File: config.mk
export PLATFORM = sky130hd
export DESIGN_NAME = flash_prog_seq
export DESIGN_NICKNAME = d
export VERILOG_FILES = /design/src/rtl/fps_pkg.sv /design/src/rtl/fps_chunk_calc.sv /design/src/rtl/fps_poll_timer.sv /design/src/rtl/flash_prog_seq.sv
export SDC_FILE = /design/constraint.sdc
export NUM_CORES = 1
export LEC_CHECK = 0
export CORE_MARGIN = 1.5
export CORE_UTILIZATION = 55
export DETAILED_ROUTE_END_ITERATION = 8
export PLACE_DENSITY = 0.84
export SETUP_SLACK_MARGIN = 0.2
export SYNTH_ARGS = -nofsm -noshare
export SYNTH_HDL_FRONTEND = slang
export SYNTH_SLANG_ARGS = --single-unit
File: constraint.sdc
create_clock -name clk -period 11.75 [get_ports clk]
set_input_delay 2.35 -clock clk [delete_from_list [all_inputs] [get_ports clk]]
set_output_delay 2.35 -clock clk [all_outputs]
set_load 0.005 [all_outputs]
File: src/rtl/fps_pkg.sv
package fps_pkg;
   localparam logic [7:0] OP_WREN = 8'h06;
   localparam logic [7:0] OP_RDSR = 8'h05;
   localparam logic [7:0] OP_PROG = 8'h02;
   localparam int SR_WIP = 0;
   localparam int SR_WEL = 1;

   typedef enum logic [1:0] {
      ERR_NONE = 2'd0,
      ERR_WEL  = 2'd1,
      ERR_BUSY = 2'd2
   } fps_err_e;

   typedef enum logic [3:0] {
      S_IDLE, S_WREN, S_WREN_W, S_GAP, S_POLL, S_POLL_W,
      S_WEL, S_WEL_W, S_PROG, S_PROG_W
   } fps_state_e;
endpackage

File: src/rtl/fps_chunk_calc.sv
module fps_chunk_calc #(
   parameter int ADDR_W     = 24,
   parameter int LEN_W      = 16,
   parameter int PAGE_BYTES = 256
) (
   input  logic [ADDR_W-1:0] addr,
   input  logic [LEN_W-1:0]  remaining,
   output logic [LEN_W-1:0]  chunk
);
   localparam int  OFF_W   = (PAGE_BYTES > 1) ? $clog2(PAGE_BYTES) : 1;
   localparam bit  IS_POW2 = (PAGE_BYTES & (PAGE_BYTES - 1)) == 0;

   logic [LEN_W-1:0] offset;
   logic [LEN_W-1:0] room;

   generate
      if (IS_POW2) begin : g_mask
         logic unused_hi;
         assign unused_hi = ^addr;
         assign offset = LEN_W'(addr[OFF_W-1:0]);
      end else begin : g_mod
         assign offset = LEN_W'(addr % ADDR_W'(PAGE_BYTES));
      end
   endgenerate

   assign room  = LEN_W'(PAGE_BYTES) - offset;
   assign chunk = (remaining < room) ? remaining : room;
endmodule

File: src/rtl/fps_poll_timer.sv
module fps_poll_timer #(
   parameter int GAP_CYC   = 200000,
   parameter int MAX_POLLS = 10000
) (
   input  logic clk,
   input  logic rst_n,
   input  logic gap_run,
   output logic gap_done,
   input  logic retry_clr,
   input  logic retry_inc,
   output logic retry_last
);
   localparam int GW = $clog2(GAP_CYC + 1);
   localparam int RW = $clog2(MAX_POLLS + 1);

   generate
      if (GAP_CYC < 1) begin : g_bad_gap
         $error("GAP_CYC must be at least 1");
      end
      if (MAX_POLLS < 1) begin : g_bad_polls
         $error("MAX_POLLS must be at least 1");
      end
   endgenerate

   logic [GW-1:0] gcnt;
   logic [RW-1:0] rcnt;

   assign gap_done   = gap_run && (gcnt == GW'(GAP_CYC - 1));
   assign retry_last = (rcnt == RW'(MAX_POLLS - 1));

   always_ff @(posedge clk or negedge rst_n) begin
      if (!rst_n) begin
         gcnt <= '0;
      end else if (!gap_run || gap_done) begin
         gcnt <= '0;
      end else begin
         gcnt <= gcnt + 1'b1;
      end
   end

   always_ff @(posedge clk or negedge rst_n) begin
      if (!rst_n) begin
         rcnt <= '0;
      end else if (retry_clr) begin
         rcnt <= '0;
      end else if (retry_inc) begin
         rcnt <= rcnt + 1'b1;
      end
   end
endmodule

File: src/rtl/flash_prog_seq.sv
module flash_prog_seq
   import fps_pkg::*;
#(
   parameter int ADDR_W     = 24,
   parameter int LEN_W      = 16,
   parameter int PAGE_BYTES = 256,
   parameter int POLL_GAP   = 200000,
   parameter int MAX_POLLS  = 10000
) (
   input  logic              clk,
   input  logic              rst_n,
   input  logic              req_start,
   input  logic [ADDR_W-1:0] req_addr,
   input  logic [LEN_W-1:0]  req_len,
   output logic              req_busy,
   output logic              req_done,
   output logic [1:0]        req_err,
   input  logic [7:0]        in_data,
   input  logic              in_valid,
   output logic              in_ready,
   output logic              fe_start,
   output logic [7:0]        fe_opcode,
   output logic              fe_addr_en,
   output logic [ADDR_W-1:0] fe_addr,
   output logic [LEN_W-1:0]  fe_tx_len,
   output logic              fe_rd,
   output logic [7:0]        fe_tx_data,
   output logic              fe_tx_valid,
   input  logic              fe_tx_ready,
   input  logic              fe_done,
   input  logic [7:0]        fe_rx_byte
);
   generate
      if (PAGE_BYTES < 2 || PAGE_BYTES >= (1 << LEN_W)) begin : g_bad_page
         $error("PAGE_BYTES must be at least 2 and fit in LEN_W bits");
      end
      if (ADDR_W < 8) begin : g_bad_addr
         $error("ADDR_W must be at least 8");
      end
   endgenerate

   fps_state_e        state;
   logic [ADDR_W-1:0] addr_q;
   logic [LEN_W-1:0]  rem_q;
   logic              post_prog_q;
   logic              done_q;
   fps_err_e          err_q;
   logic [LEN_W-1:0]  chunk;
   logic              gap_done, retry_last, retry_clr, retry_inc;
   logic              wip, wel;
   logic              unused_rx;

   assign wip       = fe_rx_byte[SR_WIP];
   assign wel       = fe_rx_byte[SR_WEL];
   assign unused_rx = ^fe_rx_byte[7:2];

   fps_chunk_calc #(
      .ADDR_W(ADDR_W), .LEN_W(LEN_W), .PAGE_BYTES(PAGE_BYTES)
   ) u_chunk (
      .addr(addr_q), .remaining(rem_q), .chunk(chunk)
   );

   assign retry_clr = fe_done && (state == S_WREN_W || state == S_PROG_W);
   assign retry_inc = fe_done && (state == S_POLL_W) && wip;

   fps_poll_timer #(
      .GAP_CYC(POLL_GAP), .MAX_POLLS(MAX_POLLS)
   ) u_poll (
      .clk(clk), .rst_n(rst_n),
      .gap_run(state == S_GAP), .gap_done(gap_done),
      .retry_clr(retry_clr), .retry_inc(retry_inc), .retry_last(retry_last)
   );

   // Frame descriptor and data path
   always_comb begin
      fe_start   = 1'b0;
      fe_opcode  = 8'h00;
      fe_addr_en = 1'b0;
      fe_tx_len  = '0;
      fe_rd      = 1'b0;
      case (state)
         S_WREN: begin
            fe_start  = 1'b1;
            fe_opcode = OP_WREN;
         end
         S_POLL, S_WEL: begin
            fe_start  = 1'b1;
            fe_opcode = OP_RDSR;
            fe_rd     = 1'b1;
         end
         S_PROG: begin
            fe_start   = 1'b1;
            fe_opcode  = OP_PROG;
            fe_addr_en = 1'b1;
            fe_tx_len  = chunk;
         end
         default: ;
      endcase
   end

   assign fe_addr     = addr_q;
   assign fe_tx_data  = in_data;
   assign fe_tx_valid = in_valid && (state == S_PROG_W);
   assign in_ready    = fe_tx_ready && (state == S_PROG_W);

   assign req_busy = (state != S_IDLE);
   assign req_done = done_q;
   assign req_err  = err_q;

   always_ff @(posedge clk or negedge rst_n) begin
      if (!rst_n) begin
         state       <= S_IDLE;
         addr_q      <= '0;
         rem_q       <= '0;
         post_prog_q <= 1'b0;
         done_q      <= 1'b0;
         err_q       <= ERR_NONE;
      end else begin
         done_q <= 1'b0;
         case (state)
            S_IDLE: begin
               if (req_start) begin
                  addr_q <= req_addr;
                  rem_q  <= req_len;
                  err_q  <= ERR_NONE;
                  if (req_len == '0) begin
                     done_q <= 1'b1;
                  end else begin
                     state <= S_WREN;
                  end
               end
            end
            S_WREN:   state <= S_WREN_W;
            S_WREN_W: begin
               if (fe_done) begin
                  state       <= S_GAP;
                  post_prog_q <= 1'b0;
               end
            end
            S_GAP: begin
               if (gap_done) state <= S_POLL;
            end
            S_POLL:   state <= S_POLL_W;
            S_POLL_W: begin
               if (fe_done) begin
                  if (wip) begin
                     if (retry_last) begin
                        state  <= S_IDLE;
                        done_q <= 1'b1;
                        err_q  <= post_prog_q ? ERR_BUSY : ERR_WEL;
                     end else begin
                        state <= S_GAP;
                     end
                  end else if (!post_prog_q) begin
                     state <= S_WEL;
                  end else if (rem_q == chunk) begin
                     state  <= S_IDLE;
                     done_q <= 1'b1;
                     err_q  <= ERR_NONE;
                  end else begin
                     addr_q <= addr_q + ADDR_W'(chunk);
                     rem_q  <= rem_q - chunk;
                     state  <= S_WREN;
                  end
               end
            end
            S_WEL:   state <= S_WEL_W;
            S_WEL_W: begin
               if (fe_done) begin
                  if (wel) begin
                     state <= S_PROG;
                  end else begin
                     state  <= S_IDLE;
                     done_q <= 1'b1;
                     err_q  <= ERR_WEL;
                  end
               end
            end
            S_PROG:   state <= S_PROG_W;
            S_PROG_W: begin
               if (fe_done) begin
                  state       <= S_GAP;
                  post_prog_q <= 1'b1;
               end
            end
            default: state <= S_IDLE;
         endcase
      end
   end
endmodule

Word level (Yosys, flattened, before mapping)
Index checks and enable logic that the tools add are counted.
- word-level logic and storage cells: 120
- output and inout port bits: 65
- register bits after elaboration: 80
- magnitude comparators: 1
- equal/unequal tests: 27
- reduce and logical (&&, ||, !) cells: 23
- mux-type cells: 56
- add/subtract/negate cells: 5
- operator list (operator ; count):
    24-bit 2-to-1 mux ; 5
    16-bit 2-to-1 mux ; 7
    24-bit case mux with 2 select lines ; 1
    4-bit case mux with 9 select lines ; 1
    4-bit 2-to-1 mux ; 8
    16-bit case mux with 2 select lines ; 1
    14-bit 2-to-1 mux ; 2
    24-bit by 16-bit adder with 24-bit output ; 1
    2-bit != test (second input constant) ; 11
    2-bit 2-to-1 mux ; 10
    18-bit by 1-bit adder with 18-bit output (second input constant) ; 1
    18-bit == test (second input constant) ; 1
    18-bit 2-to-1 mux ; 1
    16-bit == test ; 1
    4-bit by 3-bit == test with 1-bit output (second input constant) ; 4
    16-bit logical NOT ; 1
    16-bit less-than comparator ; 1
    16-bit subtractor ; 1
    1-bit 2-to-1 mux ; 15
    14-bit by 1-bit adder with 14-bit output (second input constant) ; 1
    14-bit == test (second input constant) ; 1
    6-bit AND reduction ; 2
    9-bit by 8-bit subtractor with 10-bit output (first input constant) ; 1
    3-bit case mux with 3 select lines ; 1
    other kinds (21) ; 33

Depth between registers and ports, before layout
Gate-level depths: netlist (run 1).
- depth in word-level cells: 9
- gate-level depth with buffers: 22

Cells and area by module
A second synthesis (run 1) with hierarchy kept.
- cells, all modules: 812
- area total of the unflattened synthesis: 6556.3 um2
- by module, submodules not included (module ; instances ; seq. area each (um2) ; area each (um2) ; cells each):
    flash_prog_seq ; 1 ; 1201.2 ; 4423.0 ; 578
    fps_poll_timer ; 1 ; 800.8 ; 1635.3 ; 167
    fps_chunk_calc ; 1 ; 0.0 ; 498.0 ; 67

Least setup slack after synthesis (run 1)
OpenSTA, ideal clock, no wires.
- path type: reg-to-output
- start: register addr_q[2], in the netlist fe_addr[2]
- end: output fe_tx_len[2]
- path buffers: 1
- arrival time: 2.880 ns
- setup slack: 6.520 ns
- stages on the path, launching flop included: 14
- cells stage by stage: dfrtp_1 or3_1 nor2_1 nand2_1 xor2_1 inv_1 ha_1 and3_1 a221oi_1 o21ai_0 a31oi_1 buf_2 mux2_2 nor2_1
- longest elaborated chain between the ends: 4
- RTL lines (element ; RTL line ; source):
    start, declared ; flash_prog_seq.sv:43 ; logic [ADDR_W-1:0] addr_q;
    start signal, assigned ; flash_prog_seq.sv:123 ; addr_q <= req_addr;
    start signal, assigned ; flash_prog_seq.sv:161 ; addr_q <= addr_q + ADDR_W'(chunk);
    9-bit by 8-bit subtractor with 10-bit output * ; fps_chunk_calc.sv:26 ; assign room = LEN_W'(PAGE_BYTES) - offset;
    16-bit less-than comparator ; fps_chunk_calc.sv:27 ; assign chunk = (remaining < room) ? remaining : room;
    16-bit 2-to-1 mux * ; fps_chunk_calc.sv:27 ;
    16-bit 2-to-1 mux * ; flash_prog_seq.sv:81 ; case (state)
    end, declared ; flash_prog_seq.sv:25 ; output logic [LEN_W-1:0] fe_tx_len,
Mark *: on every way between the ends. The rest lies on a longest branch, timed or not.

Final worst setup path (run 1)
- start: register addr_q[4], in the netlist fe_addr[4]
- end: output fe_tx_len[0]
- longest elaborated chain between the ends: 4
- RTL lines (element ; RTL line):
    9-bit by 8-bit subtractor with 10-bit output ; fps_chunk_calc.sv:26
    16-bit less-than comparator ; fps_chunk_calc.sv:27
    16-bit 2-to-1 mux ; fps_chunk_calc.sv:27
    16-bit 2-to-1 mux ; flash_prog_seq.sv:81
No other way between the ends.

==> impl_metrics.json, run 1 <==
{
  "netlist_area_um2": 6090,
  "report.final.setup_viol": 0,
  "via_count_of_the_first_global_routing_pass": 5791,
  "syn2layout_area_growth_pct": 18.6,
  "route.detailed.vias_per_inst": 6.09,
  "drive_gt1_share_pct": 4.50,
  "highest_clock_frequency_the_design_can_meet_ghz": 0.144,
  "synth.distinct_cells": 62,
  "globalRoute.totalOverflow": 0,
  "hpwl_um": 11500,
  "globalRouteMet2Util_pct": 51.1,
  "final.setup.tns_ps": 0,
  "clk_pin_slew_ps": 80,
  "setup_repair_after_global_routing_missed_its_margin": "false",
  "grt.total_usage_pct": 28.3,
  "slew_violations": 0,
  "synth_flop_cell": "dfrtp_1",
  "status": "finished clean",
  "insertedDiodeCount": 0,
  "worst-path-max-fanout": 9,
  "worst-setup-path-type": "reg2out",
  "cts.repair_timing.setup_buffer_count": 0,
  "gp_routability_congestion": 0.903,
  "drc_errors": 0,
  "cts_tree": "built",
  "cts.sinks": 80,
  "syn_avg_cell_area_um2": 8.16,
  "initial_utilization_pct": 56.4,
  "power.leakage_nw": 3.05,
  "timing.slew.headroom_pct": 18.8,
  "final.setup_skew_ps": 9.92,
  "grt-busiest-layer": "met2",
  "clock_latency_on_the_worst_skew_pair_ps": 380,
  "placementRows": 38,
  "synthArstFlopShare_pct": 100,
  "grt.met1_usage_pct": 32.3,
  "area_of_the_placeable_core_um2": 10800,
  "gr-usage-met3_pct": 6.57,
  "final_antenna_net_count": 0,
  "wl_um": 15700,
  "timing.final.crit_share_pct": 59.2,
  "cellPowerDensity_nw_per_um2": 258,
  "worst_hold_path_type": "reg2reg",
  "grt_max_degree": 81,
  "die_height_um": 108,
  "grt_pass1_wl_um": 26200,
  "floorplan.io_pins": 127,
  "die_area_um2": 11700,
  "synth_edf_count": 0,
  "post_cts_resized": 0,
  "h-tree-depth": 3,
  "timing_hold_violations_final": 0,
  "cts-root-buf": "clkbuf_8",
  "cts_made_buffers": 9,
  "worst-slew-pin-transition_ps": 1220,
  "grt_antenna_before_repair": 0,
  "number_of_iterations_in_the_first_detailed_routing_pass": 6,
  "route.detailed.wl_per_inst_um": 16.3,
  "max_cap_violations": 0,
  "data_arrival_time_of_the_critical_path_ps": 4610,
  "die_x_um": 108,
  "clock_tree.buffer_depth": 2,
  "cts-hold-fix-buffers": 0,
  "synth_warnings": 0,
  "detail_route.iter0.violations": 370,
  "syn-instance-count": 746,
  "dr_total_vias": 5861,
  "fin_total_pwr_mw": 1.86,
  "synth.ff_latch_count": 80,
  "min_period_ps": 6960,
  "worstSetupEndpointType": "primary output",
  "synth_sequential_area_ratio_pct": 32.9,
  "startpoint_type": "flop",
  "nets": 918,
  "io_buffer_count": 92,
  "max-vdd-ir-drop_uv": 154,
  "cp.required_ps": 9400
}
## kinds of logic after synthesis
logic type | count (synthesis) | share of synthesized area [%]
xor+xnor | 40 | 5.76
flops | 80 | 32.9
fa+ha+maj | 38 | 8.06
buf+inv | 83 | 6.56
other cells | 1 | 0.0616
compound gates | 184 | 19.0
mux | 18 | 3.02
simple gates | 302 | 24.7
## registers in the layout, indices dropped and copies added, names as in the netlist
register and count:
fe_addr 24, post_prog_q 1, rem_q 16, req_done 1
req_err 2, state 4, u_poll.gcnt 18, u_poll.rcnt 14
## Yosys cell counts (5+ instances only)
cell type	number	area, µm²
buf_2	10	50.1
and2_1	8	50.1
o22ai_1	6	37.5
nor2b_1	9	56.3
o21a_1	9	67.6
nand2_1	65	244
o21ai_0	55	275
and3_1	15	93.8
a211oi_1	11	82.6
a21o_1	7	52.6
nor4_1	7	43.8
a31oi_1	12	75.1
nand2b_1	7	43.8
nand3_1	33	165
ha_1	36	450
xor2_1	26	228
xnor2_1	14	123
a21oi_1	49	245
mux2i_1	15	150
nand4_1	16	100
or3_1	8	50.1
inv_1	32	120
nor3_1	17	85.1
clkbuf_1	21	78.8
nor2_1	91	342
dfrtp_1	80	2000
buf_4	20	150
o211ai_1	5	37.5
## critical path, stage by stage (launching register included)
cell and delay, ps:
dfrtp_1 450, or3_1 420, nor2_1 140, nand2_1 90
xor2_1 210, inv_1 70, ha_1 290, and3_1 200
a221oi_1 220, o21ai_0 130, a31oi_1 900, mux2i_1 410
and2_1 200, clkdlybuf4s50_1 500
## placed cells by master (no fill, tap or decap), drive strengths merged, types with 14 or more instances in the layout
master          n
conb           19
and3           15
xor2           26
o21ai          55
inv            34
dfrtp          80
clkdlybuf4s50  91
xnor2          14
mux2i          15
nor3           17
a21oi          49
nand4          16
nand2          67
ha             36
nor2           91
nand3          33
## power by group
group	switching [mW]	internal, mW	total, mW
clock network	0.111	0.111	0.222
registers	0.127	0.358	0.484
logic	0.637	0.521	1.16
total	0.874	0.990	1.86
## final cells by class
class                           instances  area, µm²
Multi-Input combinational cell        601       3770
Fill cell                             927       3580
Sequential cell                        80       2000
Timing Repair Buffer                   94        933
Tap cell                              140        175
Clock buffer                           11        151
Inverter                               32        120
Clock inverter                          5       61.3
## metrics by stage
| stage | worst slack (ps) | hold WS (ps) | utilization, % | cell area (µm²) | cells |
|---|---|---|---|---|---|
| global placement | 5330 | 474 | 64.9 | 7000 | 947 |
| floorplan | 6520 | 455 | - | 6150 | 764 |
| detailed placement | 5200 | 490 | 64.9 | 7000 | 947 |
| finish | 4790 | 499 | 66.9 | 7220 | 963 |
| CTS | 4760 | 502 | 66.9 | 7220 | 963 |
| global route | 4510 | 527 | 66.9 | 7220 | 963 |
## routing by layer
layer | routed length (µm) | vias to the layer above | part of all wire (%)
met2 | 8040 | 240 | 51
met3 | 978 | 39 | 6.2
met1 | 6360 | 2797 | 40
li1 | - | 2785 | -
met4 | 359 | 0 | 2.3
met5 | 0 | - | 0
## final timing paths
path | startpoint | to | slack, ps | cells past startpoint
min in group asynchronous | rst_n | rem_q[0]$_DFFE_PN0P_ | 2120 | 1
max in group asynchronous | rst_n | u_poll.rcnt[13]$_DFFE_PN0P_ | 8960 | 1
worst max register to register | fe_addr[4]$_DFFE_PN0P_ | fe_addr[20]$_DFFE_PN0P_ | 5530 | 20
worst min-delay path | u_poll.gcnt[0]$_DFF_PN0_ | u_poll.gcnt[0]$_DFF_PN0_ | 500 | 1
worst max-delay path | fe_addr[4]$_DFFE_PN0P_ | fe_tx_len[0] | 4790 | 13
worst min register to register | u_poll.gcnt[0]$_DFF_PN0_ | u_poll.gcnt[0]$_DFF_PN0_ | 500 | 1
Note: power is estimated with default switching activity, not from simulation.
==> run 2: changes to the inputs <==
--- a/config.mk
+++ b/config.mk
@@ -6,9 +6,9 @@
 export NUM_CORES = 1
 export LEC_CHECK = 0
 export CORE_MARGIN = 1.5
-export CORE_UTILIZATION = 55
+export CORE_UTILIZATION = 53
 export DETAILED_ROUTE_END_ITERATION = 8
-export PLACE_DENSITY = 0.84
+export PLACE_DENSITY = 0.81
 export SETUP_SLACK_MARGIN = 0.2
 export SYNTH_ARGS = -nofsm -noshare
 export SYNTH_HDL_FRONTEND = slang
==> constraint.sdc (replaced) <==
create_clock -name clk -period 7.1 [get_ports clk]
set_input_delay 1.42 -clock clk [delete_from_list [all_inputs] [get_ports clk]]
set_output_delay 1.42 -clock clk [all_outputs]
set_load 0.005 [all_outputs]
==> impl_metrics.json, run 2 (synthesis gave the netlist of run 1 again) <==
{
  "status": "finished clean",
  "crit_path_cells": "or3_1 > nor2_1 > nand2_1 > xor2_1 > inv_1 > ha_1 > and3_1 > a221oi_1 > o21ai_0 > a31oi_1 > buf_4 > mux2_2 > ha_1 > nand2_1 > nor3_1 > a21oi_1 > or2_1 > and2_1 > a311oi_1 > nor2_1",
  "grt_pass1_wl_um": 25500,
  "cp.required_ps": 7330,
  "sw_frac_of_total_pct": 46.0,
  "nets": 919,
  "via_count_of_the_first_global_routing_pass": 5453,
  "reg2regPathDepth": 20,
  "cts.sinks": 80,
  "relative_contribution_of_sequential_cells_to_total_power_pct": 25.4,
  "report.final.setup_viol": 0,
  "worst-setup-path-type": "reg2reg",
  "floorplan.io_pins": 127,
  "placedCellCount": 948,
  "timing.critical_path.max_delay_family": "simple AND/OR/NAND/NOR gates",
  "grt.total_usage_pct": 27.0,
  "worst-slew-pin-transition_ps": 1120,
  "drive_gt1_share_pct": 4.61,
  "initial_utilization_pct": 55.2,
  "syn2layout_area_growth_pct": 20.0,
  "worst_hold_path_type": "reg2reg",
  "timing.final.crit_share_pct": 76.6,
  "cts.repair_timing.setup_buffer_count": 0,
  "slew_violations": 0,
  "timing_hold_violations_final": 0,
  "critical_path.n_buffers_inverters": 2,
  "most_common_cell_after_layout_fill_and_taps_aside": "clkdlybuf4s50_1",
  "area_of_the_placeable_core_um2": 11000,
  "share_of_power_burned_in_combinational_logic_pct": 59.9,
  "drc_errors": 0,
  "grt_max_degree": 81,
  "h-tree-depth": 3,
  "highest_clock_frequency_the_design_can_meet_ghz": 0.184,
  "placementRows": 38,
  "max_cap_violations": 0,
  "worstSetupEndpointType": "flop",
  "route.detailed.vias_per_inst": 5.95,
  "cts_made_buffers": 9,
  "io_buffer_count": 92,
  "hpwl_um": 11100,
  "cts_tree": "built",
  "cts-root-buf": "clkbuf_16",
  "dr_total_vias": 5733,
  "grt_antenna_before_repair": 0,
  "max-vdd-ir-drop_uv": 225,
  "final.setup_skew_ps": 8.53,
  "worst_path_max_delay_cell": "or2_1",
  "internal_power_mw": 1.70,
  "finish.cell_count_without_fillers": 964,
  "power.leakage_nw": 3.08,
  "largest_reg_flops": 24,
  "power.net_switching_mw": 1.45,
  "final_antenna_net_count": 0,
  "worst-path-max-fanout": 33,
  "die_area_um2": 12100,
  "crit_cells": 20,
  "timing.slew.headroom_pct": 25.6,
  "setup_repair_after_global_routing_missed_its_margin": "false",
  "clock_latency_on_the_worst_skew_pair_ps": 350,
  "detail_route.iter0.violations": 349,
  "clock_tree.buffer_depth": 2,
  "data_arrival_time_of_the_critical_path_ps": 5670,
  "min_period_ps": 5440,
  "cellPowerDensity_nw_per_um2": 432,
  "worst_path_largest_cell_delay_ps": 650,
  "wl_um": 15400,
  "final.setup.tns_ps": 0,
  "hold_path_depth": 1,
  "number_of_iterations_in_the_first_detailed_routing_pass": 5,
  "clk_pin_slew_ps": 70,
  "mostFrequentLayoutCells": "91 x clkdlybuf4s50_1, 90 x nor2_1, 80 x dfrtp_1",
  "globalRoute.totalOverflow": 0,
  "die_height_um": 110,
  "route.detailed.wl_per_inst_um": 15.9,
  "cts-hold-fix-buffers": 0,
  "gp_routability_congestion": 0.961,
  "insertedDiodeCount": 0,
  "power.share.clock_pct": 14.7,
  "startpoint_type": "flop",
  "die_x_um": 110,
  "post_cts_resized": 0
}
-- run 2: final timing paths --
check | start | end | slack (ps)
min | u_poll.gcnt[0]$_DFF_PN0_ | u_poll.gcnt[0]$_DFF_PN0_ | 500
max reg2reg | fe_addr[2]$_DFFE_PN0P_ | fe_addr[23]$_DFFE_PN0P_ | 1660
min reg2reg | u_poll.gcnt[0]$_DFF_PN0_ | u_poll.gcnt[0]$_DFF_PN0_ | 500
min in group asynchronous | rst_n | fe_addr[3]$_DFFE_PN0P_ | 1230
max in group asynchronous | rst_n | u_poll.gcnt[0]$_DFF_PN0_ | 5200
max | fe_addr[2]$_DFFE_PN0P_ | fe_addr[23]$_DFFE_PN0P_ | 1660
-- run 2: layer usage --
| metal | global-route usage, % | wire, µm |
|---|---|---|
| met4 | 11.3 | 441 |
| met2 | 46.5 | 7520 |
| met3 | 5.29 | 929 |
| met5 | 0 | 0 |
| met1 | 33.0 | 6470 |
-- run 2: area by class of cell --
cell class	count	area, µm²
multi-input combinational	601	3770
fill	919	3730
sequential	80	2000
timing repair buffer	95	941
clock buffer	10	239
tap	140	175
inverter	32	120
clock inverter	6	51.3
-- run 2: power by group through the flow --
stage | combinational [mW] | sequential (mW) | clock, mW
after floorplan | 1.37 | 0.742 | 0
after global placement | 1.79 | 0.793 | 0
after detailed placement | 1.85 | 0.804 | 0
after CTS | 1.87 | 0.796 | 0.468
after global routing | 2.14 | 0.825 | 0.487
final | 1.89 | 0.802 | 0.464
-- run 2: worst reg2reg max path, cell delays in order (launching register included) --
cell and delay, ps:
dfrtp_1 460, or3_1 410, nor2_1 130, nand2_1 100
xor2_1 190, inv_1 70, ha_1 280, and3_1 190
a221oi_1 240, o21ai_0 130, a31oi_1 170, buf_4 220
mux2_2 400, ha_1 360, nand2_1 100, nor3_1 290
a21oi_1 190, or2_1 650, and2_1 370, a311oi_1 290
nor2_1 70
-- run 2: metrics by stage --
stage	hold WS (ps)	utilization [%]	power (mW)	setup slack (ps)	area [µm²]
4_1_cts	507	66.2	3.13	1670	7300
2_1_floorplan	455	-	2.12	2310	6150
6_report	503	66.2	3.15	1660	7300
5_1_grt	540	66.2	3.45	1150	7300
3_5_place_dp	499	63.6	2.66	1720	7010
3_3_place_gp	488	63.6	2.58	1780	7010
==> run 3: changes to the inputs <==
--- a/config.mk
+++ b/config.mk
@@ -6,9 +6,9 @@
 export NUM_CORES = 1
 export LEC_CHECK = 0
 export CORE_MARGIN = 1.5
-export CORE_UTILIZATION = 53
+export CORE_UTILIZATION = 47
 export DETAILED_ROUTE_END_ITERATION = 8
-export PLACE_DENSITY = 0.81
+export PLACE_DENSITY = 0.76
 export SETUP_SLACK_MARGIN = 0.2
 export SYNTH_ARGS = -nofsm -noshare
 export SYNTH_HDL_FRONTEND = slang
==> constraint.sdc (replaced) <==
create_clock -name clk -period 4.8 [get_ports clk]
set_input_delay 0.96 -clock clk [delete_from_list [all_inputs] [get_ports clk]]
set_output_delay 0.96 -clock clk [all_outputs]
set_load 0.005 [all_outputs]
==> impl_metrics.json, run 3 (synthesis gave the netlist of run 1 again) <==
{
  "cts.sinks": 80,
  "worst-slew-pin-transition_ps": 1060,
  "mostFrequentLayoutCells": "87 x nor2_1, 83 x clkdlybuf4s50_1, 79 x dfrtp_1",
  "grt.total_usage_pct": 24.4,
  "min_period_ps": 4790,
  "grt_antenna_before_repair": 0,
  "gp_routability_congestion": 0.867,
  "route.detailed.wl_per_inst_um": 17.5,
  "initial_utilization_pct": 48.2,
  "placementRows": 41,
  "worst_path_max_delay_cell": "clkdlybuf4s50_1",
  "route.detailed.vias_per_inst": 5.89,
  "nets": 999,
  "area_of_the_placeable_core_um2": 12600,
  "setup_ws_ps": 10.3,
  "via_count_of_the_first_global_routing_pass": 5445,
  "cts_tree": "built",
  "floorplan.io_pins": 127,
  "drc_errors": 0,
  "crit_path_cells": "or3_4 > nor2_4 > nand2_2 > xor2_2 > inv_2 > ha_4 > and3_4 > a221oi_2 > o21ai_1 > a31oi_1 > buf_4 > buf_4 > mux2i_2 > buf_4 > nor2_1 > clkdlybuf4s50_1",
  "die_area_um2": 13600,
  "max-vdd-ir-drop_uv": 310,
  "clock_tree.buffer_depth": 2,
  "grt_pass1_wl_um": 26000,
  "max_cap_violations": 0,
  "fin_total_pwr_mw": 6.27,
  "dr_total_vias": 6341,
  "nFillCells": 975,
  "timing.slew.headroom_pct": 29.4,
  "cp.required_ps": 3840,
  "hpwl_um": 11500,
  "timing.final.crit_share_pct": 99.8,
  "number_of_iterations_in_the_first_detailed_routing_pass": 8,
  "slew_violations": 0,
  "status": "finished clean",
  "critical_path.n_buffers_inverters": 5,
  "final_antenna_net_count": 0,
  "most_common_cell_after_layout_fill_and_taps_aside": "nor2_1",
  "wl_um": 18900,
  "final.setup_skew_ps": 13.8,
  "syn2layout_area_growth_pct": 40.8,
  "worstSetupEndpointType": "primary output",
  "drive_gt1_share_pct": 21.3,
  "power.leakage_nw": 3.65,
  "highest_clock_frequency_the_design_can_meet_ghz": 0.209,
  "cts-hold-fix-buffers": 0,
  "globalRoute.totalOverflow": 0,
  "clock_latency_on_the_worst_skew_pair_ps": 350,
  "startpoint_type": "flop",
  "crit_path_frequent_cell": "buf_4",
  "dp_worst_setup_slack_ps": -110,
  "die_x_um": 117,
  "detail_route.iter0.violations": 582,
  "cellPowerDensity_nw_per_um2": 732,
  "cts_made_buffers": 9,
  "die_height_um": 117,
  "grt_max_degree": 81,
  "worst_path_largest_cell_delay_ps": 450,
  "timing_hold_violations_final": 0,
  "largest_reg_flops": 24,
  "clk_pin_slew_ps": 60,
  "h-tree-depth": 3,
  "report.final.setup_viol": 0,
  "worst_hold_path_type": "reg2reg",
  "cts-root-buf": "clkbuf_16",
  "worst-setup-path-type": "reg2out",
  "setup_repair_after_global_routing_missed_its_margin": "true",
  "insertedDiodeCount": 0,
  "io_buffer_count": 92,
  "timing.critical_path.max_delay_family": "buffers and inverters",
  "worst-path-max-fanout": 3,
  "data_arrival_time_of_the_critical_path_ps": 3830
}
==> run 3: cell types whose count changed in the layout (fill, tap and decap cells not counted), sizes merged, moves of 3 or more <==
cell           before  now
buf                 4   85
clkbuf             10   16
clkdlybuf4s50      91   83
dlymetal6s2s        0    3
==> run 3: power by group <==
part	switching, mW	internal (mW)
Sequential	0.329	0.877
Clock	0.295	0.381
Combinational	2.15	2.24
Total	2.78	3.50
==> run 3: path summary, 6_finish.rpt <==
| check | start | end | slack (ps) | cells after the start |
|---|---|---|---|---|
| max in group asynchronous | rst_n | req_err[0]$_DFFE_PN0P_ | 3330 | 1 |
| min in group asynchronous | rst_n | fe_addr[11]$_DFFE_PN0P_ | 780 | 1 |
| max reg2reg | fe_addr[4]$_DFFE_PN0P_ | fe_addr[20]$_DFFE_PN0P_ | 30 | 22 |
| min reg2reg | req_err[0]$_DFFE_PN0P_ | req_err[0]$_DFFE_PN0P_ | 490 | 1 |
| min | req_err[0]$_DFFE_PN0P_ | req_err[0]$_DFFE_PN0P_ | 490 | 1 |
| max | fe_addr[4]$_DFFE_PN0P_ | fe_tx_len[5] | 10 | 16 |
==> run 3: cell type report <==
class / count / area (µm²) / area share [%]
Tap cell: 172 / 215 / 2.51
Clock buffer: 13 / 260 / 3.04
Timing Repair Buffer: 175 / 1650 / 19.2
Inverter: 32 / 123 / 1.43
Clock inverter: 3 / 23.8 / 0.277
Multi-Input combinational cell: 601 / 4300 / 50.1
Sequential cell: 80 / 2000 / 23.4
==> run 3: timing repair <==
item                                    CTS  global route
pin swaps                                14            26
gates cloned                              0             1
hold endpoints to repair                  0             0
resized for setup                        43            93
setup buffers                             9            16
endpoints found under the setup margin   52            53
==> run 3: worst reg2reg max path: stages (launching register included) <==
cell and delay (ps):
dfrtp_1 380, or3_4 420, nor2_4 140, nand2_2 100
xor2_2 180, inv_2 80, ha_4 230, and3_4 180
a221oi_2 200, o21ai_1 90, a31oi_1 170, buf_4 160
buf_4 110, buf_6 130, mux2i_4 270, inv_1 70
ha_1 340, o21ai_0 180, a21oi_1 270, nand2_1 140
o21ai_2 200, a41oi_2 210, a311o_1 390
==> run 3: metrics by stage <==
stage,TNS [ps],hold slack (ps),cells,utilization (%),instance area [µm²]
after detailed placement,-776,478,1034,59.4,7490
after CTS,0,493,1059,63.7,8040
final,0,490,1076,67.9,8570
after global routing,-3220,511,1076,67.9,8570
after global placement,-40.1,475,1034,59.4,7490
after floorplan,0,455,764,-,6170
==> run 3: per-layer routing <==
metal | vias up | global-route usage, % | share of wire (%)
met5 | - | 0 | 0
met4 | 0 | 10.9 | 4.6
met3 | 73 | 4.38 | 5.8
met2 | 277 | 40.0 | 48
met1 | 3036 | 31.6 | 42
li1 | 2955 | - | -
